<file path="config.mk">
export PLATFORM = sky130hd
export DESIGN_NAME = scaler_task_seq
export DESIGN_NICKNAME = d
export VERILOG_FILES = /design/src/rtl/scaler_task_seq.sv
export SDC_FILE = /design/constraint.sdc
export NUM_CORES = 1
export LEC_CHECK = 0
export BUFFER_PORTS_ARGS = -buffer_cell sky130_fd_sc_hd__clkbuf_2
export CORE_ASPECT_RATIO = 0.8
export CORE_UTILIZATION = 40
export CTS_CLUSTER_SIZE = 28
export DETAILED_ROUTE_END_ITERATION = 7
export PLACE_DENSITY = 0.54
export SKIP_LAST_GASP = 1
export SYNTH_ARGS = -nofsm -noshare
export SYNTH_HDL_FRONTEND = slang
export SYNTH_SLANG_ARGS = --single-unit
</file>
<file path="constraint.sdc">
create_clock -name clk -period 4.78 [get_ports clk]
set_clock_uncertainty 0.05 [all_clocks]
set_input_delay 0.956 -clock clk [delete_from_list [all_inputs] [get_ports clk]]
set_output_delay 0.956 -clock clk [all_outputs]
set_load 0.02 [all_outputs]
</file>
<file path="src/rtl/scaler_task_seq.sv">
module scaler_task_seq #(
  parameter int DW  = 16,
  parameter int PW  = 11,
  parameter int LW  = 10,
  parameter int HPW = 5,
  parameter int SW  = 16
) (
  input  logic           clk,
  input  logic           rst_n,
  input  logic           cfg_we,
  input  logic [1:0]     cfg_page,
  input  logic [3:0]     cfg_addr,
  input  logic [DW-1:0]  cfg_wdata,
  input  logic           line_start,
  input  logic [LW-1:0]  line_idx,
  input  logic           fld_odd,
  input  logic           pix_vld,
  input  logic [PW-1:0]  pix_idx,
  output logic [1:0]     act_page,
  output logic           act_src,
  output logic [1:0]     act_fmt,
  output logic [PW-1:0]  act_x0,
  output logic [PW-1:0]  act_x1,
  output logic [LW-1:0]  act_y0,
  output logic [LW-1:0]  act_y1,
  output logic [PW-1:0]  act_ow,
  output logic [LW-1:0]  act_oh,
  output logic [HPW-1:0] act_hpre,
  output logic [SW-1:0]  act_vsc,
  output logic [SW-1:0]  act_hph,
  output logic           win_vld
);
  localparam int NPG = 3;
  localparam int CTW = 5;
  localparam logic [1:0] PG_A = 2'd0, PG_B = 2'd1, PG_RAW = 2'd2, PG_IDLE = 2'd3;

  logic [CTW-1:0] ctl_r  [NPG];
  logic [PW-1:0]  x0_r   [NPG];
  logic [PW-1:0]  x1_r   [NPG];
  logic [LW-1:0]  y0_r   [NPG];
  logic [LW-1:0]  y1_r   [NPG];
  logic [PW-1:0]  ow_r   [NPG];
  logic [LW-1:0]  oh_r   [NPG];
  logic [HPW-1:0] hpre_r [NPG];
  logic [SW-1:0]  vsc_r  [NPG];
  logic [SW-1:0]  hph_r  [NPG];

  logic          split_mode;
  logic [LW-1:0] split_ln, raw_lines;
  logic          par_q;
  logic [LW-1:0] line_q;
  logic [CTW-1:0] s_ctl;

  always_ff @(posedge clk) begin
    if (!rst_n) begin
      for (int p = 0; p < NPG; p++) begin
        ctl_r[p]  <= '0;
        x0_r[p]   <= '0;
        x1_r[p]   <= '0;
        y0_r[p]   <= '0;
        y1_r[p]   <= '0;
        ow_r[p]   <= '0;
        oh_r[p]   <= '0;
        hpre_r[p] <= '0;
        vsc_r[p]  <= '0;
        hph_r[p]  <= '0;
      end
      split_mode <= 1'b0;
      split_ln   <= '0;
      raw_lines  <= '0;
    end else if (cfg_we) begin
      for (int p = 0; p < NPG; p++) begin
        if (cfg_page == 2'(p)) begin
          case (cfg_addr)
            4'd0: ctl_r[p]  <= cfg_wdata[CTW-1:0];
            4'd1: x0_r[p]   <= cfg_wdata[PW-1:0];
            4'd2: x1_r[p]   <= cfg_wdata[PW-1:0];
            4'd3: y0_r[p]   <= cfg_wdata[LW-1:0];
            4'd4: y1_r[p]   <= cfg_wdata[LW-1:0];
            4'd5: ow_r[p]   <= cfg_wdata[PW-1:0];
            4'd6: oh_r[p]   <= cfg_wdata[LW-1:0];
            4'd7: hpre_r[p] <= cfg_wdata[HPW-1:0];
            4'd8: vsc_r[p]  <= cfg_wdata[SW-1:0];
            4'd9: hph_r[p]  <= cfg_wdata[SW-1:0];
            default: ;
          endcase
        end
      end
      if (cfg_page == 2'd3) begin
        case (cfg_addr)
          4'd0: split_mode <= cfg_wdata[0];
          4'd1: split_ln   <= cfg_wdata[LW-1:0];
          4'd2: raw_lines  <= cfg_wdata[LW-1:0];
          default: ;
        endcase
      end
    end
  end

  wire par_now = (line_idx == '0) ? fld_odd : par_q;

  logic [NPG-1:0] pg_en;
  always_comb
    for (int p = 0; p < NPG; p++)
      pg_en[p] = par_now ? ctl_r[p][4] : ctl_r[p][3];

  logic [1:0] nxt_pg;
  always_comb begin
    nxt_pg = PG_IDLE;
    if (pg_en[2] && line_idx < raw_lines)
      nxt_pg = PG_RAW;
    else if (split_mode) begin
      if (line_idx < split_ln) nxt_pg = pg_en[0] ? PG_A : PG_IDLE;
      else                     nxt_pg = pg_en[1] ? PG_B : PG_IDLE;
    end else if (pg_en[0])
      nxt_pg = PG_A;
    else if (pg_en[1])
      nxt_pg = PG_B;
  end

  wire at_bnd = line_start &&
                (line_idx == '0 || line_idx == raw_lines ||
                 (split_mode && line_idx == split_ln));
  wire [1:0] cp = (nxt_pg == PG_IDLE) ? PG_A : nxt_pg;

  always_ff @(posedge clk) begin
    if (!rst_n) begin
      act_page <= PG_IDLE;
      par_q    <= 1'b0;
      line_q   <= '0;
      s_ctl    <= '0;
      act_x0   <= '0;
      act_x1   <= '0;
      act_y0   <= '0;
      act_y1   <= '0;
      act_ow   <= '0;
      act_oh   <= '0;
      act_hpre <= '0;
      act_vsc  <= '0;
      act_hph  <= '0;
    end else begin
      if (line_start) line_q <= line_idx;
      if (line_start && line_idx == '0) par_q <= fld_odd;
      if (at_bnd) begin
        act_page <= nxt_pg;
        if (nxt_pg != PG_IDLE) begin
          s_ctl    <= ctl_r[cp];
          act_x0   <= x0_r[cp];
          act_x1   <= x1_r[cp];
          act_y0   <= y0_r[cp];
          act_y1   <= y1_r[cp];
          act_ow   <= ow_r[cp];
          act_oh   <= oh_r[cp];
          act_hpre <= hpre_r[cp];
          act_vsc  <= vsc_r[cp];
          act_hph  <= hph_r[cp];
        end
      end
    end
  end

  assign act_src = s_ctl[0];
  assign act_fmt = s_ctl[2:1];

  wire in_x = (pix_idx >= act_x0) && (pix_idx <= act_x1);
  wire in_y = (line_q  >= act_y0) && (line_q  <= act_y1);
  assign win_vld = (act_page != PG_IDLE) && pix_vld && in_x && in_y && (s_ctl[4:3] != 2'b00);
endmodule

</file>
### Yosys cells after proc, flatten, opt, wreduce, memory -nomap -nowiden

Memories as Yosys holds them, arrays and structs flattened. A register that Yosys moved wholly into a read port is not among the register bits.
Cells that the tools add are included.
W data, S select, Z words.

| word-level totals | value |
|---|---|
| memories kept | 10 |
| logic and storage cells | 271 |
| register bits after elaboration | 34 |
| RAM bits | 315 |
| bits of input ports | 49 |
| output and inout port bits | 106 |

Memories:

| memory | depth | bits a word | rd ports | clocked after memory_dff | wr ports | line | source |
|---|---|---|---|---|---|---|---|
| hph_r | 3 | 16 | 1 | 1 | 3 | 46 | `logic [SW-1:0] hph_r [NPG];` |
| vsc_r | 3 | 16 | 1 | 1 | 3 | 45 | `logic [SW-1:0] vsc_r [NPG];` |
| ow_r | 3 | 11 | 1 | 1 | 3 | 42 | `logic [PW-1:0] ow_r [NPG];` |
| x0_r | 3 | 11 | 1 | 1 | 3 | 38 | `logic [PW-1:0] x0_r [NPG];` |
| x1_r | 3 | 11 | 1 | 1 | 3 | 39 | `logic [PW-1:0] x1_r [NPG];` |
| oh_r | 3 | 10 | 1 | 1 | 3 | 43 | `logic [LW-1:0] oh_r [NPG];` |
| 4 more memories | - | - | - | - | - | - |  |

| operators by class | value |
|---|---|
| muxes and demuxes | 172 |
| bitwise gates (word level) | 30 |
| magnitude comparators | 6 |
| reductions and logical operators | 30 |
| equality and inequality tests | 17 |

Operators by type and width:

| operator | count |
|---|---|
| $mux W1 | 135 |
| $mux W11 | 9 |
| $mux W16 | 6 |
| $mux W10 | 9 |
| $mux W5 | 6 |
| $or A1 B1 Y1 | 30 |
| $eq A10 B10 Y1 | 2 |
| $lt A10 B10 Y1 | 2 |
| $eq A4 B3 Y1 const B | 4 |
| $mux W2 | 7 |
| $ge A11 B11 Y1 | 1 |
| $le A11 B11 Y1 | 1 |
| $ge A10 B10 Y1 | 1 |
| $le A10 B10 Y1 | 1 |
| $logic_and A1 B1 Y1 | 10 |
| $logic_not A1 Y1 | 10 |
| $logic_not A10 Y1 | 1 |
| $reduce_and A3 Y1 | 3 |
| $eq A4 B2 Y1 const B | 2 |
| $eq A4 B4 Y1 const B | 2 |
| $eq A2 B2 Y1 const B | 3 |
| $eq A4 B1 Y1 const B | 1 |
| $logic_not A4 Y1 | 1 |
| $ne A2 B2 Y1 const B | 2 |
| other kinds (5) | 6 |

### Longest topological paths before layout

Gate-level depths: netlist of the first run.

| logic depth | value |
|---|---|
| word-level depth | 9 |
| depth in mapped cells | 14 |
| gate-level depth less buffers | 10 |

### Least setup slack after synthesis of the first run

OpenSTA, ideal clock, no wires.

| path | value |
|---|---|
| path type | input -> output |
| from | input port pix_idx[1] |
| to | output port win_vld |
| stages on the path | 9 |
| data arrival time | 2.448 ns |
| buffers on the path | 0 |
| required time | 3.774 ns |
| path slack | 1.326 ns |
| path through | ha_1 nor2b_1 o21a_1 o21a_1 o21a_1 o21ai_0 a21oi_1 o221ai_1 and4_1 |

| on the way | value |
|---|---|
| cells in the longest elaborated chain, start to end | 5 |
| elaborated cells between the ends (all ways) | 6 |
| those cells by class | order compare: 2; reduce/logical: 4 |

Ends and longest elaborated chain:

| element | line | source |
|---|---|---|
| start: declaration | 18 | `input logic [PW-1:0] pix_idx,` |
| $ge A11 B11 Y1 or $le A11 B11 Y1 (tied branches) | 165 | `wire in_x = (pix_idx >= act_x0) && (pix_idx <= act_x1);` |
| $logic_and A1 B1 Y1 (*) | 165 |  |
| $logic_and A1 B1 Y1 (*) (3 in series) | 167 | `assign win_vld = (act_page != PG_IDLE) && pix_vld && in_x && in_y && (s_ctl[4:3] != 2'b00);` |
| end: declaration | 31 | `output logic win_vld` |

Every way passes the cells marked *; elsewhere a longest branch is shown, timed or not.

### Worst setup path after layout of the first run

| path | value |
|---|---|
| from | register act_y1[3], read port of y1_r |
| to | output port win_vld |

| on the way | value |
|---|---|
| cells in the longest elaborated chain, start to end | 4 |

Ends and longest elaborated chain:

| element | line | source |
|---|---|---|
| start: declaration | 25 | `output logic [LW-1:0] act_y1,` |
| $le A10 B10 Y1 | 166 | `wire in_y = (line_q >= act_y0) && (line_q <= act_y1);` |
| $logic_and A1 B1 Y1 | 166 |  |
| $logic_and A1 B1 Y1 (2 in series) | 167 |  |

No other way between the ends.

==> results of run 1 <==
cells in the mapped netlist, drive strengths merged, types with 2 or more instances:
cell	n	area, sq um
nand2	235	882
nor2b	43	269
o21a	9	67.6
nor4	3	18.8
a31oi	106	663
o21ai	43	223
inv	62	233
nor2	125	469
a22o	105	920
or4	2	18.8
nor3	4	20.0
and2	106	663
edfxtp	315	9460
dfxtp	139	2780
o211ai	3	22.5
and4	2	17.5
a21boi	2	15.0
buf	41	287
o31ai	2	20.0
ha	62	776
nand4	12	75.1
or2	2	12.5
clkbuf	52	195
nand3	13	65.1
a21oi	14	73.8
nand2b	7	43.8
a21o	9	67.6
mux2i	31	310
cell families after synthesis:
| group | Yosys count | synth area share [%] |
|---|---|---|
| buf+inv | 155 | 3.80 |
| flops | 454 | 65.1 |
| fa+ha+maj | 62 | 4.12 |
| simple gates | 558 | 13.7 |
| compound gates | 304 | 11.6 |
| mux | 32 | 1.71 |
what timing repair did:
action,4_1_cts,5_1_grt
hold buffers,0,0
gates resized for setup,0,1
endpoints found under the setup margin,0,1
endpoints found under the hold margin,0,0
metal layers:
metal  up-vias  part of all wire, %  routed length, microns  track usage [%]
met5         -                    0                       0                0
met1      6103                   48                   23700             30.9
met3        66                  6.6                    3290             3.95
met4         0                  1.8                     874             5.46
li1       5962                    -                       -                -
met2       365                   44                   21700             31.9
worst register-to-register path, stage by stage (launching register included):
cell	delay, ns
dfxtp_1	0.32
inv_1	0.05
ha_1	0.31
nand4_1	0.13
o21bai_1	0.18
a31oi_1	0.35
o21a_1	0.30
o21a_4	0.58
buf_4	0.34
nand2_1	0.08
a31oi_1	0.23
a22o_1	0.15
cell type report:
cell class | instances | area, sq um
Clock inverter | 21 | 193
Antenna cell | 6 | 15.0
Tap cell | 612 | 766
Fill cell | 4219 | 24200
Timing Repair Buffer | 197 | 1180
Clock buffer | 67 | 1320
Sequential cell | 454 | 12200
Multi-Input combinational cell | 956 | 5900
Inverter | 62 | 233
sequential cells by signal, indices dropped and copies added (netlist names), 11 cells and up:
name / cells
act_hph: 16
act_ow: 11
act_vsc: 16
act_x0: 11
act_x1: 11
ctl_r: 15
hph_r: 48
hpre_r: 15
oh_r: 30
ow_r: 33
vsc_r: 48
x0_r: 33
x1_r: 33
y0_r: 30
y1_r: 30
final timing paths:
check             slack, ns         end   startpoint
setup reg to reg       1.66  act_vsc[6]  split_ln[5]
setup / recovery       0.53     win_vld    act_y1[3]
hold reg to reg        0.43   act_ow[4]    act_ow[4]
hold / removal         0.43   act_ow[4]    act_ow[4]
cell usage in the layout, fill, tap and decap left out, drive strengths merged, types with 13 or more instances in the layout:
cell type,synthesis,routed
nor2,125,125
and2,106,106
a22o,105,105
buf,41,43
o21ai,43,43
dfxtp,139,139
inv,62,64
nor2b,43,43
mux2i,31,31
clkbuf,52,221
ha,62,62
edfxtp,315,315
a21oi,14,14
nand3,13,13
nand2,235,235
clkinv,0,16
a31oi,106,106
power by group through the flow:
stage | Sequential [mW] | Combinational (mW) | Clock (mW)
detailed placement | 4.48 | 0.538 | 0
floorplan | 4.47 | 0.324 | 0
global route | 4.41 | 0.595 | 3.85
CTS | 4.39 | 0.539 | 3.70
finish | 4.39 | 0.533 | 3.62
global placement | 4.47 | 0.533 | 0
==> impl_results.md, run 1 <==
- Antenna-violating nets left: 0
- Tcrit/Tclk final: 88.9%
- WL final: 49600 microns
- Number of global-route vias before repair: 12.2k
- Psw: 1.94 mW
- CP delay by family, top: compound AO/OA/AOI/OAI gates
- Worst path slowest cell: a2111oi_2
- Clock sinks: 454
- Peak supply drop: 233 uV
- Number of port buffers: 154
- Clk pin slew, worst setup/hold paths: 0.06 ns
- Fin cells: 2375
- CP Buf/Inv Count: 2
- Setup CP Type: reg -> out
- Most common cell on crit path: a21o_1
- Routability cong.: 0.827
- Netlist Area Pre-Place: 18800 sq um
- #FFs+latches synth: 454
- Cell Chain, Critical Path: inv_1 > ha_1 > a21o_1 > a21o_1 > a21oi_1 > o211ai_1 > a2111oi_2 > and4_1 > clkbuf_2
- CTS root buf: clkbuf_16
- Max Transition Viols Final: 0
- Pwr Total: 8.55 mW
- Sequential area share after synthesis: 65.1%
- Setup tns final: 0 ns
- Worst EP required: 3.77 ns
- Avg WL per Cell: 20.9 microns
- Pre-CTS worst setup slack: 0.477 ns
- Crit path depth: 9
- Yosys warning total: 0
- Async S/R FF share, synth: 0%
- Via Count: 12.5k
- Total GRT Usage: 21.0%
- Layout cells sized above 1: 15.8%
- Reg power frac: 51.4%
- Final Cell Area: 21800 sq um
- WHS: 0.426 ns
- Final setup vio count: 0
- CP Launch Type: register
- DRT iter0 DRCs: 949
- Synthesis-to-finish area growth: 16.1%
- Pwr Density: 391 nW/um^2
- Die width: 244 microns
- # IOs: 155
- Final nets: 1829
- Post-synth EDFFs: 315
- Path depth of the worst reg2reg path: 11
- Dpl cell area: 20300 sq um
- Library cells used by synthesis: 52
- Num CTS Buffers: 47
- Number of vias per cell: 5.26
- Pre-Repair DR Iteration Count: 5
- Hold Vio Cnt, Final: 0
- Syn avg cell area: 12.0 sq um
- Comb pwr share: 6.2%
- Gate Count Post-Synth: 1565
- H-tree levels: 2
- Post-layout util: 47.4%
- Outcome: completed
- Congestion Overflow GR: 0
- Hold depth: 1
- Slew HR: 11.9%
- Core ar.: 46100 sq um
- DP Wirelength: 31200 microns
- LEAKAGE: 8.24 nW
- Fin crit period: 4.25 ns
- Setup WS post-layout: 0.529 ns
- First-pass GRT wire length: 75200 microns
- Placed insts: 2281
- Max Fclk: 235 MHz
- Crit path DAT: 3.25 ns
- Sw Share: 22.6%
- Worst Max-Slew Pin Slew: 1.32 ns
- Internal Power: 6.61 mW
- Clock Power Share: 42.4%
- Die Ht: 196 microns
- Worst-path maximum fanout: 3
- Initial antenna violation count: 9
- TritonCTS clock tree: yes
- Die Area: 47900 sq um
- Worst-Skew Late Latency: 0.58 ns
- Initial Util: 40.8%
- Top FF cell, synth: edfxtp_1
- Net Count, Synth: 1676
- Worst hold path class: reg -> reg
- Max cap viols: 0
- RSZ-0062 raised after global routing: no
- Max stage delay on crit path: 0.65 ns
- Largest net degree at the start of global routing: 143
- Clk buf depth: 3
- Residual DRC: 0
- Critical path capture point type: output port
- Number of cell rows: 70
- Post-CTS setup buffers: 0
Power figures use the tool's default switching activity.
==> inputs of run 2 (changes only) <==
- clock period: 4.78 -> 4.2 ns (I/O delays scaled with it)
==> impl_results.md, run 2 (synthesis results as in run 1) <==
- Setup tns final: 0 ns (unchanged)
- Die width: 244 microns (unchanged)
- Critical path capture point type: output port (unchanged)
- Most frequent cells in the layout: edfxtp_1 (315), nand2_1 (235), clkbuf_2 (154), dfxtp_1 (138), nor2_1 (125) (was edfxtp_1 (315), nand2_1 (235), clkbuf_2 (154), dfxtp_1 (139), nor2_1 (125))
- Synthesis-to-finish area growth: 16.9% (was 16.1%)
- Hold Vio Cnt, Final: 0 (unchanged)
- Top Registers: hph_r x48, vsc_r x48 (unchanged)
- DP Wirelength: 31500 microns (was 31200 microns)
- Antenna-violating nets left: 0 (unchanged)
- Fin crit period: 4.00 ns
- WHS: 0.429 ns (was 0.426 ns)
- Worst hold path class: reg -> reg (unchanged)
- Pre-Repair DR Iteration Count: 5 (unchanged)
- CP delay by family, top: compound AO/OA/AOI/OAI gates (unchanged)
- Total GRT Usage: 21.1% (was 21.0%)
- Clk buf depth: 3 (unchanged)
- Max Fclk: 250 MHz
- Die Ht: 196 microns (unchanged)
- Layout cells sized above 1: 17.1% (was 15.8%)
- Peak supply drop: 283 uV (was 233 uV)
- Num CTS Buffers: 47 (unchanged)
- CP Launch Type: register (unchanged)
- Worst EP required: 3.31 ns (was 3.77 ns)
- LEAKAGE: 8.34 nW (was 8.24 nW)
- Congestion Overflow GR: 0 (unchanged)
- Worst-path maximum fanout: 3 (unchanged)
- Residual DRC: 0 (unchanged)
- Most common cell on crit path: a21o_1 (unchanged)
- Die Area: 47900 sq um (unchanged)
- Post-CTS setup buffers: 0 (unchanged)
- Commonest non-fill, non-tap cell in the layout: edfxtp_1 (unchanged)
- Max Transition Viols Final: 0 (unchanged)
- Via Count: 12.5k (about the same)
- Fill cell count: 4208 (was 4219)
- Pwr Density: 441 nW/um^2 (was 391 nW/um^2)
- Largest net degree at the start of global routing: 94 (was 143)
- Setup CP Type: reg -> out (unchanged)
- Final Cell Area: 22000 sq um (was 21800 sq um)
- Routability cong.: 0.834 (was 0.827)
- Final setup vio count: 0 (unchanged)
- First-pass GRT wire length: 75500 microns (was 75200 microns)
- Dpl cell area: 20500 sq um (was 20300 sq um)
- Number of port buffers: 154 (unchanged)
- Avg WL per Cell: 21.0 microns (was 20.9 microns)
- # IOs: 155 (unchanged)
- Cell Chain, Critical Path: ha_1 > a21o_1 > a21o_1 > a21oi_1 > o211ai_1 > a2111oi_1 > clkdlybuf4s18_2 > and4_1 > clkbuf_2 (was inv_1 > ha_1 > a21o_1 > a21o_1 > a21oi_1 > o211ai_1 > a2111oi_2 > and4_1 > clkbuf_2)
- Worst Max-Slew Pin Slew: 0.894 ns (was 1.32 ns)
- Max stage delay on crit path: 0.49 ns (was 0.65 ns)
- Worst-Skew Late Latency: 0.58 ns (about the same)
- DRT iter0 DRCs: 945 (was 949)
- WL final: 50200 microns (was 49600 microns)
- Worst path slowest cell: dfxtp_1 (was a2111oi_2)
- RSZ-0062 raised after global routing: no (unchanged)
- PostCTS Resize Cnt: 0 (unchanged)
- Initial Util: 40.8% (unchanged)
- Number of global-route vias before repair: 11.9k (was 12.2k)
- Core ar.: 46100 sq um (unchanged)
- Slew HR: 39.8% (was 11.9%)
- CP Buf/Inv Count: 2 (unchanged)
- Number of vias per cell: 5.22 (was 5.26)
- H-tree levels: 2 (unchanged)
- Max cap viols: 0 (unchanged)
- Crit path DAT: 3.11 ns (was 3.25 ns)
- Tcrit/Tclk final: 95.2%
- Outcome: completed (unchanged)
- Clk pin slew, worst setup/hold paths: 0.06 ns (about the same)
- Final nets: 1846 (was 1829)
- Number of cell rows: 70 (unchanged)
- Hold buffer count at CTS: 0 (unchanged)
- TritonCTS clock tree: yes (unchanged)
- Clock sinks: 454 (unchanged)
- CTS root buf: clkbuf_16 (unchanged)
- Initial antenna violation count: 6 (was 9)
## run 2: cell count changes in the layout (fill, tap and decap cells not counted), sizes merged
cell and delta:
clkdlybuf4s18 +1, bufinv -1, clkbuf -3, clkinvlp +1
buf +16, clkinv +3, diode -3
## run 2: where the power goes
| group | leakage, nW | switching, mW | internal (mW) |
|---|---|---|---|
| combinational | 3.47 | 0.416 | 0.198 |
| sequential | 4.12 | 0.0535 | 4.95 |
| clock | 0.752 | 1.75 | 2.34 |
| total | 8.34 | 2.22 | 7.48 |
## run 2: through the flow
stage          utilization [%]  power, mW  instances  worst slack [ns]
5_1_grt                   47.7       10.1       2386           0.00594
3_5_place_dp              44.4       5.72       2298             0.146
3_3_place_gp              44.4       5.71       2297            -0.218
6_report                  47.7       9.70       2389             0.202
2_1_floorplan                -       5.45       1565             0.945
4_1_cts                   47.7       9.80       2386             0.133
## run 2: area by class of cell
class,count,area (sq um),area share [%]
flip-flops and latches,454,12200,55.7
multi-input cells,956,5890,26.8
diodes,3,7.51,0.0341
clock buffers,64,1320,6.01
well taps,612,766,3.48
repair buffers,214,1340,6.08
clock inverters,24,190,0.865
inverters,62,233,1.06
## run 2: path summary, 6_finish.rpt
path	slack, ns	endpoint	depth (start not counted)	start
worst min register to register	0.43	act_vsc[6]	1	act_vsc[6]
worst max register to register	0.90	act_ow[7]	11	split_ln[5]
worst min-delay path	0.43	act_vsc[6]	1	act_vsc[6]
worst max-delay path	0.20	win_vld	9	line_q[3]
## run 2: metal layers
| layer | global-route usage [%] | vias to the layer above | share of wire (%) |
|---|---|---|---|
| met5 | 0 | - | 0 |
| met1 | 31.1 | 6113 | 48 |
| li1 | - | 5991 | - |
| met2 | 31.4 | 324 | 44 |
| met3 | 5.03 | 52 | 6.5 |
| met4 | 4.84 | 0 | 1.6 |
## run 2: worst register-to-register path, delay by kind of cell, from the launching register on
family	cells	cell delay, ns
flip-flops	1	0.33
AND/OR/NAND/NOR	3	0.99
buffers and inverters	2	0.58
AO/OA/AOI/OAI	5	0.99
adder cells (fa/ha/maj)	1	0.31
==> inputs of run 3 (changes only) <==
- CORE_UTILIZATION: 40 -> 30
- PLACE_DENSITY: 0.54 -> 0.43
==> impl_results.md, run 3 (synthesis results as in run 1) <==
- Number of global-route vias before repair: 12.1k (was 11.9k)
- RSZ-0062 raised after global routing: no (unchanged)
- Die Ht: 226 microns (was 196 microns)
- Pre-Repair DR Iteration Count: 5 (unchanged)
- Area of the multi-input gates: 5890 sq um (unchanged)
- Die width: 282 microns (was 244 microns)
- Worst path slowest cell: dfxtp_2 (was dfxtp_1)
- # IOs: 155 (unchanged)
- Fin crit period: 3.95 ns (was 4.00 ns)
- Clk buf depth: 3 (unchanged)
- Max Transition Viols Final: 0 (unchanged)
- CP Launch Type: register (unchanged)
- Comb pwr share: 6.4% (was 6.3%)
- Most common cell on crit path: a21o_1 (unchanged)
- Crit path launch: act_y1[3] (was line_q[3])
- Number of cell rows: 81 (was 70)
- Top Registers: hph_r x48, vsc_r x48 (unchanged)
- Critical path capture point type: output port (unchanged)
- Max Fclk: 253 MHz (was 250 MHz)
- Layout cells sized above 1: 17.8% (was 17.1%)
- Congestion Overflow GR: 0 (unchanged)
- Hold Vio Cnt, Final: 0 (unchanged)
- Setup CP Type: reg -> out (unchanged)
- Max stage delay on crit path: 0.44 ns (was 0.49 ns)
- Final setup vio count: 0 (unchanged)
- Fill cell count: 6073 (was 4208)
- Commonest non-fill, non-tap cell in the layout: edfxtp_1 (unchanged)
- Reg power frac: 49.1% (was 51.6%)
- WHS: 0.428 ns (was 0.429 ns)
- Pwr Density: 452 nW/um^2 (was 441 nW/um^2)
- Worst-path maximum fanout: 3 (unchanged)
- Tcrit/Tclk final: 94.2% (was 95.2%)
- Outcome: completed (unchanged)
- Clock Power Share: 44.4% (was 42.1%)
- Peak supply drop: 255 uV (was 283 uV)
- H-tree levels: 2 (unchanged)
- Reg-to-reg startpoint: split_ln[5] (unchanged)
- Post-CTS setup buffers: 0 (unchanged)
- Largest net degree at the start of global routing: 67 (was 94)
- CTS root buf: clkbuf_16 (unchanged)
- Avg WL per Cell: 21.6 microns (was 21.0 microns)
- WL final: 56400 microns (was 50200 microns)
- Psw: 2.30 mW (was 2.22 mW)
- Crit path DAT: 3.06 ns (was 3.11 ns)
- DP Wirelength: 36600 microns (was 31500 microns)
- Worst Max-Slew Pin Slew: 1.11 ns (was 0.894 ns)
- Initial Util: 30.6% (was 40.8%)
- Slew HR: 25.9% (was 39.8%)
- Path depth of the worst reg2reg path: 11 (unchanged)
- DRT iter0 DRCs: 838 (was 945)
- Final nets: 1855 (was 1846)
- Most frequent cells in the layout: edfxtp_1 (315), nand2_1 (235), clkbuf_2 (154), dfxtp_1 (138), nor2_1 (125) (unchanged)
- TritonCTS clock tree: yes (unchanged)
- Max cap viols: 0 (unchanged)
- Routability cong.: 0.782 (was 0.834)
- Num CTS Buffers: 50 (was 47)
- Worst hold path class: reg -> reg (unchanged)
- Hold depth: 1 (unchanged)
- Min-delay src: act_oh[9] (was act_vsc[6])
- Clock sinks: 454 (unchanged)
- FF-to-FF End: act_ow[10] (was act_ow[7])
- Worst-Skew Late Latency: 0.58 ns (about the same)
- Post-layout util: 36.6% (was 47.7%)
- Core ar.: 61500 sq um (was 46100 sq um)
- Number of port buffers: 154 (unchanged)
- Clk pin slew, worst setup/hold paths: 0.06 ns (about the same)
- Number of vias per cell: 4.73 (was 5.22)
- Worst EP required: 3.31 ns (about the same)
- Synthesis-to-finish area growth: 19.7% (was 16.9%)
- Total GRT Usage: 17.8% (was 21.1%)
- Cell Chain, Critical Path: inv_1 > ha_1 > a21o_1 > a21o_1 > a21oi_1 > o211ai_1 > a2111oi_1 > buf_2 > and4_1 > clkbuf_2 (was ha_1 > a21o_1 > a21o_1 > a21oi_1 > o211ai_1 > a2111oi_1 > clkdlybuf4s18_2 > and4_1 > clkbuf_2)
- LEAKAGE: 8.45 nW (was 8.34 nW)
- Via Count: 12.4k (was 12.5k)
- R2R setup slack: 0.88 ns (was 0.90 ns)
- Worst Hold End: act_oh[9] (was act_vsc[6])
- Antenna-violating nets left: 0 (unchanged)
- Die Area: 63700 sq um (was 47900 sq um)
- Internal Power: 7.88 mW (was 7.48 mW)
- Register area: 12200 sq um (unchanged)
- Initial antenna violation count: 9 (was 6)
- First-pass GRT wire length: 82000 microns (was 75500 microns)
- Sw Share: 22.6% (was 22.8%)
- Residual DRC: 0 (unchanged)
## run 3: changes by cell type in the layout (fill, tap and decap cells not counted), sizes merged, moves of 2 or more
cell,before,now
clkinvlp,1,5
buf,59,66
clkbuf,218,223
bufinv,2,6
diode,3,1
clkinv,19,12
## run 3: final cells by class
cell class | instances | area share [%]
antenna | 1 | 0.0111
clock buffer | 69 | 6.28
clock inverter | 24 | 1.27
inverter | 62 | 1.03
multi-input combinational | 956 | 26.2
sequential | 454 | 54.4
tap | 830 | 4.61
timing repair buffer | 220 | 6.28
## run 3: worst max-delay path, delay by kind of cell (launching register included)
| kind | cells | cell delay, ns |
|---|---|---|
| DFF | 1 | 0.44 |
| buffers and inverters | 3 | 0.50 |
| AOI/OAI and AO/OA | 5 | 0.96 |
| adders and majority gates | 1 | 0.31 |
| and+or+nand+nor | 1 | 0.25 |
## run 3: repair_timing
item                       4_1_cts  5_1_grt
setup endpoints to repair        0        1
hold buffers                     0        0
gates resized for setup          0        1
## run 3: power by group through the flow
stage               clock, mW  sequential (mW)  combinational [mW]
floorplan                   0             5.08               0.369
CTS                      4.65             5.00               0.673
global placement            0             5.09               0.668
finish                   4.52             5.00               0.654
detailed placement          0             5.10               0.671
global route             4.82             5.02               0.727
## run 3: per-layer routing
metal	vias up	wire length [microns]	GRT usage, %	part of all wire [%]
li1	6010	-	-	-
met1	5992	26900	25.3	48
met2	297	25300	27.6	45
met3	68	3160	3.22	5.6
met4	0	959	4.59	1.7
met5	-	0	0	0
## run 3: stage by stage
step           total power, mW  cell area (sq um)  TNS, ns  setup WS (ns)  instances
6_report                  10.2              22500        0          0.245       2616
3_5_place_dp              5.77              20800        0          0.149       2522
2_1_floorplan             5.45              18800        0          0.945       1565
5_1_grt                   10.6              22500        0         0.0794       2616
3_3_place_gp              5.76              20800   -0.491         -0.491       2521
4_1_cts                   10.3              22500        0         0.0790       2615
## run 3: worst max-delay path by stage
stage / endpoint / slack [ns]
3_5_place_dp: act_vsc[0] / 0.15
2_1_floorplan: vsc_r[0][0] / 0.94
5_1_grt: win_vld / 0.08
3_3_place_gp: win_vld / -0.49
4_1_cts: win_vld / 0.08
6_report: win_vld / 0.25
